File: src/rtl/ext_irq_pkg.sv
package ext_irq_pkg;
  localparam int unsigned NPORT_DEF = 4;
  localparam int unsigned SYNC_DEF  = 2;

  typedef enum logic {
    SENSE_EDGE       = 1'b0,
    SENSE_EDGE_LEVEL = 1'b1
  } sense_e;

  function automatic int unsigned src_count(input int unsigned nport);
    return nport + 1;
  endfunction
endpackage

File: src/rtl/irq_pin_sync.sv
module irq_pin_sync #(
  parameter int unsigned W      = 5,
  parameter int unsigned STAGES = 2
) (
  input  logic         clk,
  input  logic         rst_n,
  input  logic [W-1:0] pin_n,
  output logic [W-1:0] sync_n
);
  localparam int unsigned TOP = STAGES - 1;

  for (genvar g = 0; g < W; g++) begin : g_bit
    logic [STAGES-1:0] chain;
    always_ff @(posedge clk or negedge rst_n) begin
      if (!rst_n) chain <= '1;
      else        chain <= {chain[STAGES-2:0], pin_n[g]};
    end
    assign sync_n[g] = chain[TOP];
  end
endmodule

File: src/rtl/irq_edge_detect.sv
module irq_edge_detect #(
  parameter int unsigned W = 5
) (
  input  logic         clk,
  input  logic         rst_n,
  input  logic [W-1:0] cur_n,
  output logic [W-1:0] fall,
  output logic         any_fall
);
  logic [W-1:0] prev_n;

  always_ff @(posedge clk or negedge rst_n) begin
    if (!rst_n) prev_n <= '1;
    else        prev_n <= cur_n;
  end

  always_comb begin
    for (int i = 0; i < W; i++) begin
      fall[i] = prev_n[i] & ~cur_n[i];
    end
    any_fall = |fall;
  end

  // a reported edge needs a low now that was high one cycle earlier
  p_fall_shape_r3: assert property (@(posedge clk) disable iff (!rst_n)
    any_fall |-> (cur_n != '1));
endmodule

File: src/rtl/irq_req_latch.sv
module irq_req_latch (
  input  logic clk,
  input  logic rst_n,
  input  logic set_i,
  input  logic clr_vec_i,
  input  logic clr_ack_i,
  output logic q
);
  logic clr_any;
  assign clr_any = clr_vec_i | clr_ack_i;

  always_ff @(posedge clk or negedge rst_n) begin
    if (!rst_n)       q <= 1'b0;
    else if (set_i)   q <= 1'b1;
    else if (clr_any) q <= 1'b0;
  end

  p_set_r1: assert property (@(posedge clk) disable iff (!rst_n)
    set_i |=> q);
  p_set_wins_r7: assert property (@(posedge clk) disable iff (!rst_n)
    (set_i && clr_any) |=> q);
  p_vec_clear_r6: assert property (@(posedge clk) disable iff (!rst_n)
    (clr_vec_i && !set_i) |=> !q);
  p_ack_clear_r8: assert property (@(posedge clk) disable iff (!rst_n)
    (clr_ack_i && !set_i) |=> !q);
  p_hold_r6: assert property (@(posedge clk) disable iff (!rst_n)
    (q && !clr_any) |=> q);
endmodule

File: src/rtl/ext_irq_ctrl.sv
module ext_irq_ctrl
  import ext_irq_pkg::*;
#(
  parameter int unsigned NPORT  = NPORT_DEF,
  parameter int unsigned STAGES = SYNC_DEF
) (
  input  logic             clk,
  input  logic             rst_n,
  input  logic             irq_pin_n,
  input  logic [NPORT-1:0] port_pin_n,
  input  logic             level_opt,
  input  logic             cpu_i_mask,
  input  logic             irq_enable,
  input  logic             inst_boundary,
  input  logic             vec_fetch,
  input  logic             ack_wr,
  input  logic             swi_req,
  output logic             latch_status,
  output logic             irq_pending,
  output logic             irq_req,
  output logic             irq_take,
  output logic             cpu_int_req
);
  localparam int unsigned NSRC    = src_count(NPORT);
  localparam int unsigned IRQ_IDX = NSRC - 1;

  logic [NSRC-1:0] raw_n, sync_n, fall;
  logic            any_fall, level_low, gate_open;
  sense_e          sense;

  assign raw_n = {irq_pin_n, port_pin_n};
  assign sense = sense_e'(level_opt);

  irq_pin_sync #(.W(NSRC), .STAGES(STAGES)) u_sync (
    .clk(clk), .rst_n(rst_n), .pin_n(raw_n), .sync_n(sync_n));

  irq_edge_detect #(.W(NSRC)) u_edge (
    .clk(clk), .rst_n(rst_n), .cur_n(sync_n), .fall(fall), .any_fall(any_fall));

  irq_req_latch u_latch (
    .clk(clk), .rst_n(rst_n), .set_i(any_fall),
    .clr_vec_i(vec_fetch), .clr_ack_i(ack_wr), .q(latch_status));

  always_comb begin
    level_low   = (sense == SENSE_EDGE_LEVEL) && !sync_n[IRQ_IDX];
    irq_pending = latch_status | level_low;
    gate_open   = !cpu_i_mask && irq_enable;
    irq_req     = irq_pending && gate_open;
    irq_take    = inst_boundary && irq_req;
    cpu_int_req = irq_req || swi_req;
  end

  p_edge_only_r9: assert property (@(posedge clk) disable iff (!rst_n)
    (!level_opt && irq_pending) |-> latch_status);
  p_take_r5: assert property (@(posedge clk) disable iff (!rst_n)
    irq_take |-> (inst_boundary && irq_pending));
  p_swi_r10: assert property (@(posedge clk) disable iff (!rst_n)
    swi_req |-> cpu_int_req);
  p_mask_r4: assert property (@(posedge clk) disable iff (!rst_n)
    cpu_i_mask |-> !irq_take);
endmodule

File: config.mk
export PLATFORM = sky130hd
export DESIGN_NAME = ext_irq_ctrl
export DESIGN_NICKNAME = d
export VERILOG_FILES = /design/src/rtl/ext_irq_pkg.sv /design/src/rtl/irq_pin_sync.sv /design/src/rtl/irq_edge_detect.sv /design/src/rtl/irq_req_latch.sv /design/src/rtl/ext_irq_ctrl.sv
export SDC_FILE = /design/constraint.sdc
export NUM_CORES = 1
export LEC_CHECK = 0
export ABC_CLOCK_PERIOD_IN_PS = 1300
export BUFFER_PORTS_ARGS = -buffer_cell sky130_fd_sc_hd__buf_2
export CORE_AREA = 3 3 40 42
export CTS_BUF_LIST = sky130_fd_sc_hd__clkbuf_8
export CTS_CLUSTER_SIZE = 25
export DETAILED_ROUTE_END_ITERATION = 7
export DIE_AREA = 0 0 43 45
export PLACE_DENSITY_LB_ADDON = 0.08
export SYNTH_ARGS = -nofsm -noshare
export SYNTH_HDL_FRONTEND = slang
export SYNTH_SLANG_ARGS = --single-unit
File: constraint.sdc
create_clock -name clk -period 1.3 [get_ports clk]
set_input_delay 0.13 -clock clk [delete_from_list [all_inputs] [get_ports clk]]
set_output_delay 0.13 -clock clk [all_outputs]
set_load 0.02 [all_outputs]
==> results of run 1 <==
-- where the power goes --
part	switching, mW	leakage (nW)	total (mW)	internal, mW
Clock	0.144	0.0288	0.411	0.268
Combinational	0.0428	0.160	0.0917	0.0489
Sequential	0.0105	0.168	0.554	0.543
Total	0.197	0.356	1.06	0.860
-- registers in the layout, indices dropped and copies added, names as in the netlist --
register            count
u_edge.prev_n           5
u_latch.q               1
u_sync.g_bit.chain     10
-- worst min path at each step --
| stage | start | endpoint | slack [ns] | cells after the start |
|---|---|---|---|---|
| floorplan | rst_n | u_latch.q | -0.17 | 0 |
| global placement | rst_n | u_latch.q | 0.03 | 1 |
| detailed placement | rst_n | u_latch.q | 0.04 | 1 |
| CTS | vec_fetch | u_latch.q | 0.18 | 4 |
| global route | vec_fetch | u_latch.q | 0.21 | 4 |
| finish | vec_fetch | u_latch.q | 0.18 | 4 |
-- layout make-up --
type                       instances  area, sq um  share of cell area, %
sequential                        16          419                   55.2
timing repair buffer              26          171                   22.6
multi-input combinational         11         76.3                   10.0
clock buffer                       4         55.1                   7.25
inverter                           5         18.8                   2.47
tap                               15         18.8                   2.47
-- worst reg2reg max path, cell delays in order, from the launching register on --
cell and delay [ns]:
dfstp_2 0.54, buf_4 0.10, buf_4 0.09, inv_1 0.03, a222oi_1 0.25, o2111ai_1 0.16
-- stage by stage --
step	instance area, sq um	setup WS (ns)	util (%)	instances
after floorplan	507	0.0579	-	32
after global placement	616	0.0946	47.9	65
after detailed placement	616	0.0570	47.9	65
after CTS	749	-0.164	58.3	76
after global routing	759	-0.206	59.1	77
final	759	-0.152	59.1	77
-- kinds of logic after synthesis --
kind of cell,Yosys count,synth area share [%]
and+or+nand+nor,8,8.89
buffers and inverters,5,3.70
DFF,16,82.7
AOI/OAI and AO/OA,3,4.69
-- per-layer routing --
metal  track usage (%)  wire length, um
met1              8.03              264
met2              18.0              448
met3              2.79               85
met4              7.23                0
met5                 0                0
-- layout by cell type, fill, tap and decap left out --
master,Yosys,layout
buf_2,0,17
a222oi_1,1,1
dfrtp_1,1,1
nor2b_1,2,1
o2111ai_1,1,1
clkbuf_8,0,4
dlygate4sd3_1,0,6
o21ai_1,0,1
nor2_1,1,1
dfstp_2,15,15
and3_4,0,1
nor2b_2,0,1
buf_6,0,1
or2_1,1,1
nand2b_1,2,2
inv_1,5,5
buf_4,0,2
nand2_1,1,1
-- repair_timing --
action,CTS,global route
resized for setup,3,2
pin swaps,2,2
setup endpoints to repair,4,5
hold endpoints to repair,6,0
hold buffers,6,0
buffers inserted,1,1
==> summary.md, run 1 <==
| Metric | Value |
|---|---|
| CTS HTree Levels | `1` |
| Synth Cell Area | `around 510 sq um` |
| Area grow syn2layout | `49.9%` |
| Fin crit period | `about 1.5 ns` |
| Critical path class | `reg2out` |
| Core Region | `1280 sq um` |
| Die W | `approximately 43 um` |
| CTS tree | `built` |
| Total power draw | `roughly 1.1 mW` |
| Final hold violation count | `0` |
| Crit-path cells | `nor2b_2 -> or2_1 -> and3_4 -> buf_6` |
| DRC Markers | `0` |
| Unrepaired setup endpoints after global routing | `true` |
| Antenna viol nets, final | `0` |
| CTS buffer count | `3` |
| Maximum resistive drop on vdd | `0.687 mV` |
| Worst R2R Path Depth | `5` |
| Nets | `77` |
| # rows | `13` |
| Worst Setup Start Kind | `flop` |
| Hold/Removal Path Class | `in2reg` |
| First-pass detailed-route iteration total | `4` |
| 1st-iter DRT viols | `1` |
| Max_cap viols | `0` |
| Initial antenna violation count | `0` |
| Global-route wire length before repair | `between 1 and 1.5 mm` |
| Worst setup margin | `-0.152 ns` |
| Post-synth top flop | `dfstp_2` |
| Largest net degree at the start of global routing | `17` |
| Crit Path Max Fanout | `2` |
| PD cells | `about 1400 nW/um^2` |
| Hold WS | `~0.18 ns` |
| Worst path slowest cell | `dfstp_2` |
| I/O pins | `19` |
| Starting Density | `roughly 39%` |
| R2R Path Start | `u_sync.g_bit[4].chain[1]` |
| Critical Path Max Stage Delay | `approximately 0.54 ns` |
| FILL cells | `106` |
| Final period util | `112%` |
| Gr usage total | `a little under a tenth` |
| Overflow after GRT | `0` |
| Fmax | `0.689 GHz` |
| Clock buffer depth | `2` |
| Slew HR | `78.3%` |
| Yosys warns | `0` |
| Number of setup violations in the final report | `5` |
| Dominant cells by area after synthesis | `dfstp_2, dfrtp_1, inv_1` |
| CP Capture Point | `irq_take` |
| Inserted Diodes | `0` |
| Final GP Congestion | `approximately 0.72` |
| Cells after synthesis | `32` |
| Clk_skew | `0.000462 ns` |
| Critical path origin | `u_sync.g_bit[4].chain[1]` |
| Max Slew Vio Count | `0` |
| Syn Area/Cell | `15.8 sq um` |
| Most common cell in the synthesized netlist | `dfstp_2` |
| Internal reg-to-reg setup slack | `-0.01 ns` |
| Layout cell share with drive strength beyond 1 | `between 60% and 70%` |
| Worst-Margin Slew | `0.326 ns` |
| Post-Route WL | `798 um` |
| Count of input and output buffers | `18` |
| Synth Net Count | `46` |
| Synth Register Bits | `16` |
| Post-synthesis sequential area ratio | `slightly above 80%` |
| Sink Count | `16` |
| Crit path max-delay family | `flip-flops` |
| Via-to-Cell Ratio | `between 4 and 5` |
| WP buf/inv | `1` |
| Crit path DAT | `~1.3 ns` |
| Leakage | `0.356 nW` |
| Post-synth EDFFs | `0` |
| Worst skew pair latency | `~0.24 ns` |
| Post-synthesis async set-or-reset flop share | `between 90% and 100%` |
| CP Capture Type | `primary output` |
| Worst R2R End | `u_latch.q` |
| Failing checks | `setup timing` |
| Critical path depth | `4` |
| Via count | `roughly 320` |
| Clock Pin Slew Worst Setup and Hold Paths | `approximately 0.06 ns` |
| Share of the synthesized area in the top cell type | `just under 80%` |
| WP data required | `1.17 ns` |
| Vias in the first global route | `336` |
| Chip height | `around 45 um` |
| Status | `finished, violations left` |
| TNS Setup | `-0.285 ns` |
| DR WL/cell | `roughly 10 um` |
| Synth cell count leaders | `dfstp_2, inv_1, nand2b_1, nor2b_1` |
| Clock Tree Root | `clkbuf_8` |
| Die area | `around 1900 sq um` |
| Cell variety after synth | `12` |
| Synth area leader | `dfstp_2` |
Power figures use the tool's default switching activity.
==> run 2: changes to the inputs <==
Settings changed: TNS_END_PERCENT set to 5.
==> run 2 against run 1 <==
- the flow still finishes with violations (setup timing)
- via count unchanged
- hold slack unchanged
- maximum frequency unchanged
- wire length unchanged
- total power unchanged
- critical path type unchanged
- critical endpoint unchanged
- largest cell class unchanged
==> summary.md, run 2 (synthesis gave the netlist of run 1 again) <==
| Metric | Value |
|---|---|
| Sink Count | `16 (unchanged)` |
| # rows | `13 (unchanged)` |
| Via count | `322 (unchanged)` |
| DR WL/cell | `10.4 um (unchanged)` |
| CTS HTree Levels | `1 (unchanged)` |
| Final period util | `112% (unchanged)` |
| DRC Markers | `0 (unchanged)` |
| Worst R2R Path Depth | `5 (unchanged)` |
| 1st-iter DRT viols | `1 (unchanged)` |
| Max Slew Vio Count | `0 (unchanged)` |
| Vias in the first global route | `336 (unchanged)` |
| Nets | `77 (unchanged)` |
| Max_cap viols | `0 (unchanged)` |
| Slew HR | `78.3% (unchanged)` |
| Final GP Congestion | `0.715 (unchanged)` |
| Initial antenna violation count | `0 (unchanged)` |
| Critical Path Max Stage Delay | `0.54 ns (about the same)` |
| Hold/Removal Path Class | `in2reg` |
| Crit-path cells | `nor2b_2 -> or2_1 -> and3_4 -> buf_6` |
| Most common cell after layout, fill and taps aside | `buf_2` |
| Fmax | `0.689 GHz (unchanged)` |
| Core Region | `1280 sq um (unchanged)` |
| Maximum resistive drop on vdd | `0.687 mV (unchanged)` |
| Critical path class | `reg2out` |
| Inserted Diodes | `0 (unchanged)` |
| Crit Path Max Fanout | `2 (unchanged)` |
| Clk_skew | `0.000462 ns (unchanged)` |
| Pre-CTS setup slack | `0.0570 ns (unchanged)` |
| Antenna viol nets, final | `0 (unchanged)` |
| Worst setup margin | `-0.152 ns (unchanged)` |
| Number of setup violations in the final report | `5 (unchanged)` |
| Post-Route WL | `798 um (unchanged)` |
| Final core occ | `59.1% (unchanged)` |
| Largest net degree at the start of global routing | `17 (unchanged)` |
| Most frequent cells in the layout | `buf_2, dfstp_2, dlygate4sd3_1, inv_1, clkbuf_8` |
| WP data required | `1.17 ns (about the same)` |
| Clock Tree Root | `clkbuf_8` |
| Chip height | `45 um (unchanged)` |
| Worst skew pair latency | `0.24 ns (about the same)` |
| Area grow syn2layout | `49.9% (unchanged)` |
| Fin crit period | `1.45 ns (unchanged)` |
| Hold depth | `4 (unchanged)` |
| Global-route wire length before repair | `1.28 mm (unchanged)` |
| CP Capture Type | `primary output` |
| Failing checks | `setup timing` |
| CTS buffer count | `3 (unchanged)` |
| Worst-Margin Slew | `0.326 ns (unchanged)` |
| Gr usage total | `9.39% (unchanged)` |
| Largest registers | `u_sync.g_bit.chain x10, u_edge.prev_n x5, u_latch.q x1` |
| Total power draw | `1.06 mW (unchanged)` |
| Die area | `1940 sq um (unchanged)` |
| Clock Pin Slew Worst Setup and Hold Paths | `0.06 ns (about the same)` |
| Most flops, register | `u_sync.g_bit.chain` |
| First-pass detailed-route iteration total | `4 (unchanged)` |
| Count of input and output buffers | `18 (unchanged)` |
| Overflow after GRT | `0 (unchanged)` |
| Leakage | `0.356 nW (unchanged)` |
| Unrepaired setup endpoints after global routing | `true` |
| Clock buffer depth | `2 (unchanged)` |
| CTS tree | `built` |
| Max reg flops | `10 (unchanged)` |
| Worst path slowest cell | `dfstp_2` |
| I/O pins | `19 (unchanged)` |
| Via-to-Cell Ratio | `4.18 (unchanged)` |
| Layout cell share with drive strength beyond 1 | `66.1% (unchanged)` |
| PD cells | `1390 nW/um^2 (unchanged)` |
| Final hold violation count | `0 (unchanged)` |
| Die W | `43 um (unchanged)` |
| Crit path DAT | `1.32 ns (about the same)` |
| Worst Setup Start Kind | `flop` |
| Starting Density | `39.4% (unchanged)` |
| Status | `finished, violations left` |
-- run 2: cell type report --
class | instances | area [sq um]
well taps | 15 | 18.8
fillers | 106 | 526
clock buffers | 4 | 55.1
flip-flops and latches | 16 | 419
inverters | 5 | 18.8
repair buffers | 26 | 171
multi-input cells | 11 | 76.3
-- run 2: path summary, 6_finish.rpt --
kind	end	start	slack (ns)
max in group asynchronous	u_sync.g_bit[0].chain[1]	rst_n	0.70
min in group asynchronous	u_latch.q	rst_n	0.32
setup / recovery	irq_take	u_sync.g_bit[4].chain[1]	-0.15
hold reg to reg	u_sync.g_bit[1].chain[1]	u_sync.g_bit[1].chain[0]	0.36
setup reg to reg	u_latch.q	u_sync.g_bit[4].chain[1]	-0.01
hold / removal	u_latch.q	vec_fetch	0.18
-- run 2: where the power goes --
part           switching, mW  internal, mW  leakage, nW
Combinational         0.0428        0.0489        0.160
Sequential            0.0105         0.543        0.168
Clock                  0.144         0.268       0.0288
-- run 2: stage by stage --
step / hold slack [ns] / area [sq um] / setup TNS, ns / instances
after floorplan: -0.166 / 507 / 0 / 32
after global placement: 0.0347 / 616 / 0 / 65
after detailed placement: 0.0404 / 616 / 0 / 65
after CTS: 0.180 / 749 / -0.465 / 76
after global routing: 0.208 / 759 / -0.616 / 77
final: 0.182 / 759 / -0.285 / 77
-- run 2: layer usage --
metal / routed length, um / GRT usage (%)
met5: 0 / 0
met4: 0 / 7.23
met3: 85 / 2.79
met2: 448 / 18.0
met1: 264 / 8.03
-- run 2: worst max-delay path, delay by kind of cell (launching register included) --
kind | cells | cell delay, ns
buf+inv | 1 | 0.12
flops | 1 | 0.54
simple gates | 3 | 0.42
-- run 2: repair_timing --
action / 4_1_cts / 5_1_grt
pin swaps: 2 / 2
resized for setup: 3 / 2
setup endpoints to repair: 4 / 5
hold endpoints to repair: 6 / 0
setup buffers: 1 / 1
hold buffers: 6 / 0
==> run 3: changes to the inputs <==
Settings changed: CTS_BUF_LIST sky130_fd_sc_hd__clkbuf_8 to sky130_fd_sc_hd__clkbuf_4 sky130_fd_sc_hd__clkbuf_8.
==> run 3 against run 2 <==
- the run still ends with setup timing left
- non-clock buffer count down 1
- hold slack worse by 0.043 ns
- wire length down 0.25%
- critical path type unchanged
- highest routed layer unchanged
- sequential share of layout area up 2.0 points
- largest cell class unchanged
==> summary.md, run 3 (synthesis gave the netlist of run 1 again) <==
| Metric | Value |
|---|---|
| Worst setup margin | `-0.183 ns (-0.0313 ns)` |
| Crit path max-delay family | `flip-flops` |
| Max_cap viols | `0 (unchanged)` |
| Placed insts | `65 (unchanged)` |
| Critical path depth | `4 (unchanged)` |
| # rows | `13 (unchanged)` |
| Max reg flops | `10 (unchanged)` |
| Clock Pin Slew Worst Setup and Hold Paths | `0.09 ns (+0.03 ns)` |
| R2R Path Start | `u_sync.g_bit[4].chain[1]` |
| Final hold violation count | `0 (unchanged)` |
| CTS buffer count | `3 (unchanged)` |
| Nets | `76 (-1.3%)` |
| Critical Path Max Stage Delay | `0.54 ns (about the same)` |
| Die area | `1940 sq um (unchanged)` |
| Clock Tree Root | `clkbuf_4` |
| Critical path class | `reg2out` |
| Via-to-Cell Ratio | `4.26 (+1.9%)` |
| Max Slew Vio Count | `0 (unchanged)` |
| Gr usage total | `9.04% (-0.34 points)` |
| First-pass detailed-route iteration total | `4 (unchanged)` |
| Placed cell area | `616 sq um (unchanged)` |
| Internal reg-to-reg setup slack | `0.06 ns (+0.07 ns)` |
| Min-delay src | `vec_fetch` |
| Clock buffer depth | `2 (unchanged)` |
| Overflow after GRT | `0 (unchanged)` |
| Design area | `733 sq um (-3.5%)` |
| Clk_skew | `0.00710 ns (+0.00664 ns)` |
| Worst path slowest cell | `dfstp_2` |
| Hold WS | `0.138 ns (-0.0435 ns)` |
| Worst R2R End | `u_latch.q` |
| Leakage | `0.344 nW (-3.5%)` |
| Failing checks | `setup timing` |
| Sink Count | `16 (unchanged)` |
| Fin crit period | `1.48 ns (+0.0313 ns)` |
| Number of setup violations in the final report | `4 (-1)` |
| Slew HR | `78.5% (+0.20 points)` |
| Most flops, register | `u_sync.g_bit.chain` |
| Count of input and output buffers | `18 (unchanged)` |
| Die W | `43 um (unchanged)` |
| PD cells | `1290 nW/um^2 (-7.0%)` |
| DR WL/cell | `10.5 um (+1.1%)` |
| Most common cell after layout, fill and taps aside | `buf_2` |
| Worst skew pair latency | `0.27 ns (+0.03 ns)` |
| DRC Markers | `0 (unchanged)` |
| Multi-input gate area | `76.3 sq um (unchanged)` |
| Unrepaired setup endpoints after global routing | `true` |
| Layout cell share with drive strength beyond 1 | `65.6% (-0.56 points)` |
| Crit-path cells | `nor2b_2 -> or2_1 -> and3_4 -> buf_6` |
| Via count | `324 (+0.62%)` |
| Fmax | `0.674 GHz (-2.1%)` |
| Antenna viol nets, final | `0 (unchanged)` |
| WP buf/inv | `1 (unchanged)` |
| CTS tree | `built` |
| CP Capture Type | `primary output` |
| Largest net degree at the start of global routing | `17 (unchanged)` |
| Inserted Diodes | `0 (unchanged)` |
| Status | `finished, violations left` |
| Worst R2R Path Depth | `4 (-1)` |
| Final GP Congestion | `0.715 (unchanged)` |
| Finished Layout Cells | `76 (-1.3%)` |
| Initial antenna violation count | `0 (unchanged)` |
| Maximum resistive drop on vdd | `0.681 mV (-0.95%)` |
| WP data required | `1.17 ns (about the same)` |
| Largest registers | `u_sync.g_bit.chain x10, u_edge.prev_n x5, u_latch.q x1` |
| Hold path endpoint | `u_latch.q` |
| Vias in the first global route | `331 (-1.5%)` |
| Hold/Removal Path Class | `in2reg` |
| 1st-iter DRT viols | `1 (unchanged)` |
| FILL cells | `109 (+2.8%)` |
| Worst-Margin Slew | `0.323 ns (-0.00307 ns)` |
| Global-route wire length before repair | `1.26 mm (-1.6%)` |
| Chip height | `45 um (unchanged)` |
| I/O pins | `19 (unchanged)` |
| Starting Density | `39.4% (unchanged)` |
| Sequential cell area | `419 sq um (unchanged)` |
| Area grow syn2layout | `44.7%` |
| Post-Route WL | `796 um (-0.25%)` |
| Worst Setup Start Kind | `flop` |
| Core Region | `1280 sq um (unchanged)` |
| Most frequent cells in the layout | `buf_2, dfstp_2, dlygate4sd3_1, inv_1, clkbuf_4` |
| Crit Path Max Fanout | `2 (unchanged)` |
| CTS HTree Levels | `1 (unchanged)` |
| Hold depth | `4 (unchanged)` |
| Final period util | `114% (+2.4 points)` |
| Crit path DAT | `1.35 ns (+0.03 ns)` |
[run 3: worst max path at each step]
stage / start / endpoint / slack (ns)
after floorplan: u_sync.g_bit[4].chain[1] / irq_take / 0.06
after global placement: u_sync.g_bit[1].chain[1] / u_latch.q / 0.09
after detailed placement: u_sync.g_bit[4].chain[1] / irq_take / 0.06
after CTS: u_sync.g_bit[4].chain[1] / irq_take / -0.21
after global routing: u_sync.g_bit[4].chain[1] / irq_take / -0.25
final: u_sync.g_bit[4].chain[1] / irq_take / -0.18
[run 3: layout make-up]
type,instances,share of cell area (%)
clock buffers,4,4.95
inverters,5,2.56
multi-input cells,11,10.4
well taps,15,2.56
repair buffers,25,22.4
flip-flops and latches,16,57.2
[run 3: stage by stage]
step | worst slack [ns] | utilization (%) | power (mW) | TNS (ns)
global placement | 0.0946 | 47.9 | 0.627 | 0
finish | -0.183 | 57.1 | 0.949 | -0.398
CTS | -0.210 | 56.9 | 0.963 | -0.649
global route | -0.246 | 57.1 | 1.00 | -0.702
detailed placement | 0.0570 | 47.9 | 0.632 | 0
floorplan | 0.0579 | - | 0.588 | 0
[run 3: report_power, final]
group | leakage (nW) | switching [mW] | total, mW | internal (mW)
Sequential | 0.168 | 0.0103 | 0.553 | 0.542
Clock | 0.0210 | 0.136 | 0.307 | 0.170
Combinational | 0.155 | 0.0425 | 0.0896 | 0.0471
Total | 0.344 | 0.189 | 0.949 | 0.760
[run 3: worst min-delay path, cell delays in order]
cell and delay [ns]:
buf_2 0.08, nor2_1 0.03, nand2_1 0.05, o2111ai_1 0.08
[run 3: metal layers]
| metal | vias up | track usage (%) | share of wire (%) |
|---|---|---|---|
| met3 | 0 | 2.79 | 11 |
| met4 | 0 | 5.42 | 0 |
| met2 | 18 | 17.4 | 54 |
| li1 | 158 | - | - |
| met5 | - | 0 | 0 |
| met1 | 148 | 8.29 | 35 |
[run 3: repair_timing]
| item | CTS | global route |
|---|---|---|
| gates resized for setup | 3 | 2 |
| hold buffers | 6 | 0 |
| endpoints found under the setup margin | 4 | 4 |
| pin swaps | 2 | 1 |
| endpoints found under the hold margin | 6 | 0 |
| buffers inserted | 1 | 0 |
| cloned | 0 | 0 |
